===== src/rtl/xpt_pkg.sv =====
package xpt_pkg;

   // Default geometry of the crosspoint control store
   localparam int unsigned XPT_COL_BITS      = 3;
   localparam int unsigned XPT_SLOT_BITS     = 3;
   localparam int unsigned XPT_BANKS         = 2;
   localparam int unsigned XPT_ROWS_PER_BANK = 6;

   // Field widths at or below zero are raised to one so that vectors stay legal
   function automatic int unsigned xpt_w(input int unsigned n);
      return (n < 1) ? 1 : n;
   endfunction

endpackage


===== src/rtl/xpt_addr_decode.sv =====
module xpt_addr_decode #(
   parameter int unsigned COL_BITS      = xpt_pkg::XPT_COL_BITS,
   parameter int unsigned SLOT_BITS     = xpt_pkg::XPT_SLOT_BITS,
   parameter int unsigned BANKS         = xpt_pkg::XPT_BANKS,
   parameter int unsigned ROWS_PER_BANK = xpt_pkg::XPT_ROWS_PER_BANK,
   localparam int unsigned BANK_BITS    = (BANKS > 1) ? $clog2(BANKS) : 0,
   localparam int unsigned CODE_BITS    = BANK_BITS + SLOT_BITS,
   localparam int unsigned ADDR_W       = COL_BITS + CODE_BITS,
   localparam int unsigned ROWS         = BANKS * ROWS_PER_BANK,
   localparam int unsigned ROW_W        = xpt_pkg::xpt_w($clog2(ROWS))
) (
   input  logic [ADDR_W-1:0]   addr_i,
   output logic                valid_o,
   output logic [ROW_W-1:0]    row_o,
   output logic [COL_BITS-1:0] col_o
);

   logic [SLOT_BITS-1:0] slot;
   logic                 slot_ok;

   assign col_o   = addr_i[COL_BITS-1:0];
   assign slot    = addr_i[COL_BITS +: SLOT_BITS];
   assign slot_ok = (int'(slot) < ROWS_PER_BANK);

   if (ROWS_PER_BANK > (2 ** SLOT_BITS)) begin : g_bad_slot
      $error("xpt_addr_decode: a bank holds more rows than its slot field can encode");
   end

   if (BANKS > 1) begin : g_banked
      logic [BANK_BITS-1:0] bank;
      logic                 bank_ok;
      assign bank    = addr_i[COL_BITS+SLOT_BITS +: BANK_BITS];
      assign bank_ok = (int'(bank) < BANKS);
      assign valid_o = slot_ok && bank_ok;
      assign row_o   = ROW_W'(int'(bank) * ROWS_PER_BANK + int'(slot));
   end else begin : g_single
      assign valid_o = slot_ok;
      assign row_o   = ROW_W'(slot);
   end

endmodule


===== src/rtl/xpt_cell_array.sv =====
module xpt_cell_array #(
   parameter int unsigned ROWS     = 12,
   parameter int unsigned COL_BITS = 3,
   localparam int unsigned COLS    = 2 ** COL_BITS,
   localparam int unsigned CELLS   = ROWS * COLS,
   localparam int unsigned ROW_W   = xpt_pkg::xpt_w($clog2(ROWS)),
   localparam int unsigned IDX_W   = xpt_pkg::xpt_w($clog2(CELLS))
) (
   input  logic                clk_i,
   input  logic                rst_i,
   input  logic                we_i,
   input  logic [ROW_W-1:0]    row_i,
   input  logic [COL_BITS-1:0] col_i,
   input  logic                data_i,
   output logic [CELLS-1:0]    state_o
);

   logic [IDX_W-1:0] wr_idx;
   assign wr_idx = IDX_W'(int'(row_i) * COLS + int'(col_i));

   for (genvar r = 0; r < ROWS; r++) begin : g_row
      logic row_hit;
      assign row_hit = we_i && (int'(row_i) == r);
      for (genvar c = 0; c < COLS; c++) begin : g_col
         always_ff @(posedge clk_i or posedge rst_i) begin
            if (rst_i) begin
               state_o[r*COLS+c] <= 1'b0;
            end else if (row_hit && (int'(col_i) == c)) begin
               state_o[r*COLS+c] <= data_i;
            end
         end
      end
   end


   write_track_chk: assert property (@(posedge clk_i) disable iff (rst_i)
      we_i |=> (state_o[$past(wr_idx)] == $past(data_i)));


   single_bit_chk: assert property (@(posedge clk_i) disable iff (rst_i)
      1'b1 |=> ($countones(state_o ^ $past(state_o)) <= 1));


   always @(posedge clk_i) begin
      if (rst_i) begin
         reset_clear_chk: assert (state_o == '0);
      end
   end

endmodule


===== src/rtl/xpt_ctrl_mem.sv =====
module xpt_ctrl_mem #(
   parameter int unsigned COL_BITS      = xpt_pkg::XPT_COL_BITS,
   parameter int unsigned SLOT_BITS     = xpt_pkg::XPT_SLOT_BITS,
   parameter int unsigned BANKS         = xpt_pkg::XPT_BANKS,
   parameter int unsigned ROWS_PER_BANK = xpt_pkg::XPT_ROWS_PER_BANK,
   localparam int unsigned BANK_BITS    = (BANKS > 1) ? $clog2(BANKS) : 0,
   localparam int unsigned ADDR_W       = COL_BITS + BANK_BITS + SLOT_BITS,
   localparam int unsigned ROWS         = BANKS * ROWS_PER_BANK,
   localparam int unsigned CELLS        = ROWS * (2 ** COL_BITS),
   localparam int unsigned ROW_W        = xpt_pkg::xpt_w($clog2(ROWS))
) (
   input  logic              clk_i,
   input  logic              rst_i,
   input  logic              strobe_i,
   input  logic [ADDR_W-1:0] addr_i,
   input  logic              data_i,
   output logic [CELLS-1:0]  sw_en_o
);

   logic                addr_ok;
   logic [ROW_W-1:0]    wr_row;
   logic [COL_BITS-1:0] wr_col;
   logic                wr_en;

   if (COL_BITS < 1 || SLOT_BITS < 1 || BANKS < 1 || ROWS_PER_BANK < 1) begin : g_bad_geom
      $error("xpt_ctrl_mem: every geometry parameter must be at least one");
   end

   xpt_addr_decode #(
      .COL_BITS      (COL_BITS),
      .SLOT_BITS     (SLOT_BITS),
      .BANKS         (BANKS),
      .ROWS_PER_BANK (ROWS_PER_BANK)
   ) decode_i (
      .addr_i  (addr_i),
      .valid_o (addr_ok),
      .row_o   (wr_row),
      .col_o   (wr_col)
   );

   assign wr_en = strobe_i && addr_ok;

   xpt_cell_array #(
      .ROWS     (ROWS),
      .COL_BITS (COL_BITS)
   ) cells_i (
      .clk_i   (clk_i),
      .rst_i   (rst_i),
      .we_i    (wr_en),
      .row_i   (wr_row),
      .col_i   (wr_col),
      .data_i  (data_i),
      .state_o (sw_en_o)
   );


   spare_code_hold_chk: assert property (@(posedge clk_i) disable iff (rst_i)
      (strobe_i && !addr_ok) |=> $stable(sw_en_o));


   idle_hold_chk: assert property (@(posedge clk_i) disable iff (rst_i)
      !strobe_i |=> $stable(sw_en_o));


   row_range_chk: assert property (@(posedge clk_i) disable iff (rst_i)
      addr_ok |-> (int'(wr_row) < ROWS));

endmodule


===== config.mk =====
export PLATFORM = sky130hd
export DESIGN_NAME = xpt_ctrl_mem
export DESIGN_NICKNAME = d
export VERILOG_FILES = /design/src/rtl/xpt_pkg.sv /design/src/rtl/xpt_addr_decode.sv /design/src/rtl/xpt_cell_array.sv /design/src/rtl/xpt_ctrl_mem.sv
export SDC_FILE = /design/constraint.sdc
export NUM_CORES = 1
export LEC_CHECK = 0
export BUFFER_PORTS_ARGS = -buffer_cell sky130_fd_sc_hd__buf_4
export CORE_UTILIZATION = 53
export DETAILED_ROUTE_END_ITERATION = 10
export HOLD_SLACK_MARGIN = 0.02
export PLACE_DENSITY = 0.88
export SETUP_SLACK_MARGIN = 0.5
export SKIP_CTS_REPAIR_TIMING = 1
export SLEW_MARGIN = 20
export SYNTH_ARGS = -nofsm -noshare
export SYNTH_HDL_FRONTEND = slang
export SYNTH_SLANG_ARGS = --single-unit

===== constraint.sdc =====
create_clock -name clk_i -period 4 [get_ports clk_i]
set_input_delay 0.4 -clock clk_i [delete_from_list [all_inputs] [get_ports clk_i]]
set_output_delay 0.4 -clock clk_i [all_outputs]
set_load 0.02 [all_outputs]

* Yosys cells after proc, flatten, opt, wreduce, memory -nomap -nowiden
Cells that the tools add are included.
Storage, ports and cells: register bits after elaboration 96, input port bits 11, output and inout bits 96, logic and storage cells 228
Cells by class: add/subtract/negate cells 1, $mul 1, $lt $le $gt $ge 1, eq/ne operators 18, reductions and logical operators 111
Operator list (number):
- logical AND 1 bit | 109
- equality test 4 bit, second input constant | 8
- equality test 3 bit, second input constant | 4
- equality test 4 x 3 -> 1 bit, second input constant | 2
- equality test 3 x 2 -> 1 bit, second input constant | 2
- adder 4 x 3 -> 4 bit | 1
- equality test 4 x 2 -> 1 bit, second input constant | 1
- logical NOT 4 bit | 1
- equality test 3 x 1 -> 1 bit, second input constant | 1
- logical NOT 3 bit | 1
- < comparator 3 bit, second input constant | 1
- multiplier 1 x 2 -> 3 bit, second input constant | 1

* Depth between registers and ports, before layout
depth after elaboration 5, depth in mapped cells 7

* Modules after synthesis
From an unflattened synthesis, not the netlist that was laid out.
Unflattened totals: cells, all modules 386, area, all modules 4649.5 µm²
By module, submodules not included:
- xpt_cell_array | instances 1, cells each 373, area each 4558.1 µm²
- xpt_addr_decode | instances 1, cells each 12, area each 85.1 µm²
- xpt_ctrl_mem | instances 1, cells each 1, area each 6.3 µm²

* Worst setup path before layout
OpenSTA, ideal clock, no wires.
kind input -> register, start input addr_i[4], end register cells_i.state_o[32], setup time 125 ps, arrival time 2177 ps, required time 3875 ps, path slack 1699 ps, stages on the path 5, buffers on the path 0, path through ha_1 > fa_1 > or3b_2 > nor2_1 > mux2_2
On the way: longest elaborated chain between the ends 4, elaborated cells between the ends (all ways) 6
Ends and longest elaborated chain:
- start, declared | RTL line xpt_ctrl_mem.sv:15 | input logic [ADDR_W-1:0] addr_i,
- adder 4 x 3 -> 4 bit or < comparator 3 bit (tied branches) | RTL line xpt_addr_decode.sv:35, xpt_addr_decode.sv:23
- equality test 4 bit or logical AND 1 bit (tied branches) | RTL line xpt_cell_array.sv:23, xpt_ctrl_mem.sv:41
- logical AND 1 bit * | RTL line xpt_cell_array.sv:23 | assign row_hit = we_i && (int'(row_i) == r);
- logical AND 1 bit * | RTL line xpt_cell_array.sv:28 | end else if (row_hit && (int'(col_i) == c)) begin
- end signal, assigned by index | RTL line xpt_cell_array.sv:29 | state_o[r*COLS+c] <= data_i;
- end, declared | RTL line xpt_cell_array.sv:15 | output logic [CELLS-1:0] state_o
Mark *: on every way between the ends. The rest lies on a longest branch, timed or not. A chain may end at the register's enable or synchronous reset.

* Worst setup path in the final report
start input addr_i[4], end register cells_i.state_o[87]
Same word-level chain as after synthesis.

==> impl_metrics.toml <==
[status]
status = "completed"

[cells_and_area]
final_util = 0.6856
design_area_mm2 = 0.005325
fin_nets = 474
largest_reg_flops = 96
top_register = "cells_i.state_o"
top_regs = "cells_i.state_o x96"
layout_common_cells = "109 x buf_4, 96 x dfrtp_1, 85 x nand2_1"
n_antenna_cell = 0
area_delta_synth_final_pct = 24.01
drive_above_1_share = 0.4323
final_common_cell = "buf_4"

[yosys]
netlist_area_mm2 = 0.004294
ys_types = 23
synth_edf_count = 0
yosysWarnings = 0
synth_top_flop_cell = "dfrtp_1"
syn_nets = 374
synth_seq_cells = 96
synthCells = 361
avgSynthCellArea_um2 = 11.90
synthArstFlopShare = 1.000
synth_seq_area_share = 0.5594

[global_route]
grt_use_total = 0.2346
antenna_found_initial = 0
grt_overflow = 0
grt_pass1_wl_um = 15220
grt_max_degree = 97
grt_pass1_vias = 2967

[sta]
worstMarginPinSlew_ps = 836.2
relSlewSlack = 0.4426
slew_viol_final = 0
fin_tns_setup_ps = 0
skew_ps = 0
setup_viol = 0
rsz0062_at_grt = "false"
period_share = 0.5907
fmax_mhz = 423.2
hold_viol_final = 0
finalCriticalPeriod_ps = 2363

[clocking]
root_buffer = "clkbuf_8"
cts-buffers-inserted = 9
cts.sinks = 96
tritoncts = "built"
htree_levels = 3
clock_latency_ps = 350
clock_path_buffers = 2
clkTransAtPathRegs_ps = 80

[floorplanning]
io-pin-count = 107
die_w_um = 92.01
start_util = 0.5528
fp-row-count = 32
die_h_um = 92.01
die_area_mm2 = 0.008466
core_area_mm2 = 0.007767

[pwr]
vdd_drop_max_v = 0.0001898
leakagePower_uw = 0.002679
powerDensity_mw_per_mm2 = 413.2

[setup_path]
reg2reg_to = "cells_i.state_o[87]$_DFFE_PP0P_"
critPathKind = "in -> reg"
critPathLaunchType = "input port"
end_kind = "flop"
required_ps = 4230
cp.arrival_ps = 2590
cp_max_fo = 15
r2r_setup_slack_ps = 3170
reg2reg_from = "cells_i.state_o[87]$_DFFE_PP0P_"
reg2reg_depth = 1

[placement]
dpl.hpwl_um = 6445
placed_area_mm2 = 0.005137
gp_congestion = 0.7557
portBuffers = 106

[detailed_routing]
via_count = 3050
drc = 0
detail-route-antenna-nets = 0
first_pass_iters = 5
wire_per_inst_um = 16.67
detail_route.vias_per_cell = 5.379
drtIter0Drc = 117
wl_um = 9450

[hold_path]
hold_class = "in -> async"

[flow_run]
cap_violations = 0
-- critical path, cell delays in order --
cell and delay (ps):
buf_4 110, ha_1 200, fa_1 580, nor3b_4 580, buf_4 310, nand2_1 80, mux2_1 320
-- kinds of logic after synthesis --
group,after synthesis,synth area share
simple gates,145,0.1530
flops,96,0.5594
compound gates,1,0.002331
fa+ha+maj,2,0.007575
mux,96,0.2517
buf+inv,21,0.02593
-- cell usage after synthesis (2+ instances only) --
| cell | count | share of area |
|---|---|---|
| buf_6 | 4 | 0.010 |
| mux2_2 | 70 | 0.18 |
| or3_1 | 5 | 0.0073 |
| clkbuf_1 | 14 | 0.012 |
| nor3b_4 | 2 | 0.0087 |
| nand2b_1 | 2 | 0.0029 |
| nand3b_1 | 3 | 0.0052 |
| dfrtp_1 | 96 | 0.56 |
| nor2_1 | 35 | 0.031 |
| or3b_1 | 3 | 0.0061 |
| nor3_1 | 4 | 0.0047 |
| or3b_2 | 2 | 0.0041 |
| nand2_1 | 85 | 0.074 |
| buf_2 | 2 | 0.0023 |
| mux2_1 | 26 | 0.068 |
-- report_power, final --
group / internal [uW] / switching [uW]
clock: 303 / 308
combinational: 204 / 263
sequential: 1060 / 58.1
total: 1570 / 629
-- metrics by stage --
stage / worst slack [ps] / hold WS, ps / total power, uW / std cells
2_1_floorplan: 1095 / 609.5 / 1402 / 361
3_3_place_gp: 1371 / 468.5 / 1596 / 552
3_5_place_dp: 1306 / 479.6 / 1611 / 552
4_1_cts: 1665 / 258.7 / 2220 / 567
5_1_grt: 1534 / 294.5 / 2303 / 567
6_report: 1637 / 226.4 / 2200 / 567
-- layer usage --
layer,vias up,part of all wire,GRT usage
met1,1511,0.43,0.3182
met3,15,0.058,0.03648
li1,1404,-,-
met5,-,0,0
met4,0,0.019,0.09635
met2,120,0.50,0.3781
-- worst max-delay path by stage --
stage	from	endpoint
2_1_floorplan	rst_i	cells_i.state_o[0]$_DFFE_PP0P_
3_3_place_gp	addr_i[4]	cells_i.state_o[87]$_DFFE_PP0P_
3_5_place_dp	addr_i[4]	cells_i.state_o[87]$_DFFE_PP0P_
4_1_cts	addr_i[4]	cells_i.state_o[87]$_DFFE_PP0P_
5_1_grt	addr_i[4]	cells_i.state_o[87]$_DFFE_PP0P_
6_report	addr_i[4]	cells_i.state_o[87]$_DFFE_PP0P_
-- final cells by class --
class | instances | area [um^2]
Multi-Input combinational cell | 244 | 1780
Timing Repair Buffer | 109 | 818.3
Fill cell | 583 | 2442
Clock buffer | 12 | 145.1
Inverter | 1 | 8.758
Tap cell | 102 | 127.6
Clock inverter | 3 | 42.54
Sequential cell | 96 | 2402
No activity file was read; power rests on OpenSTA's default activity.
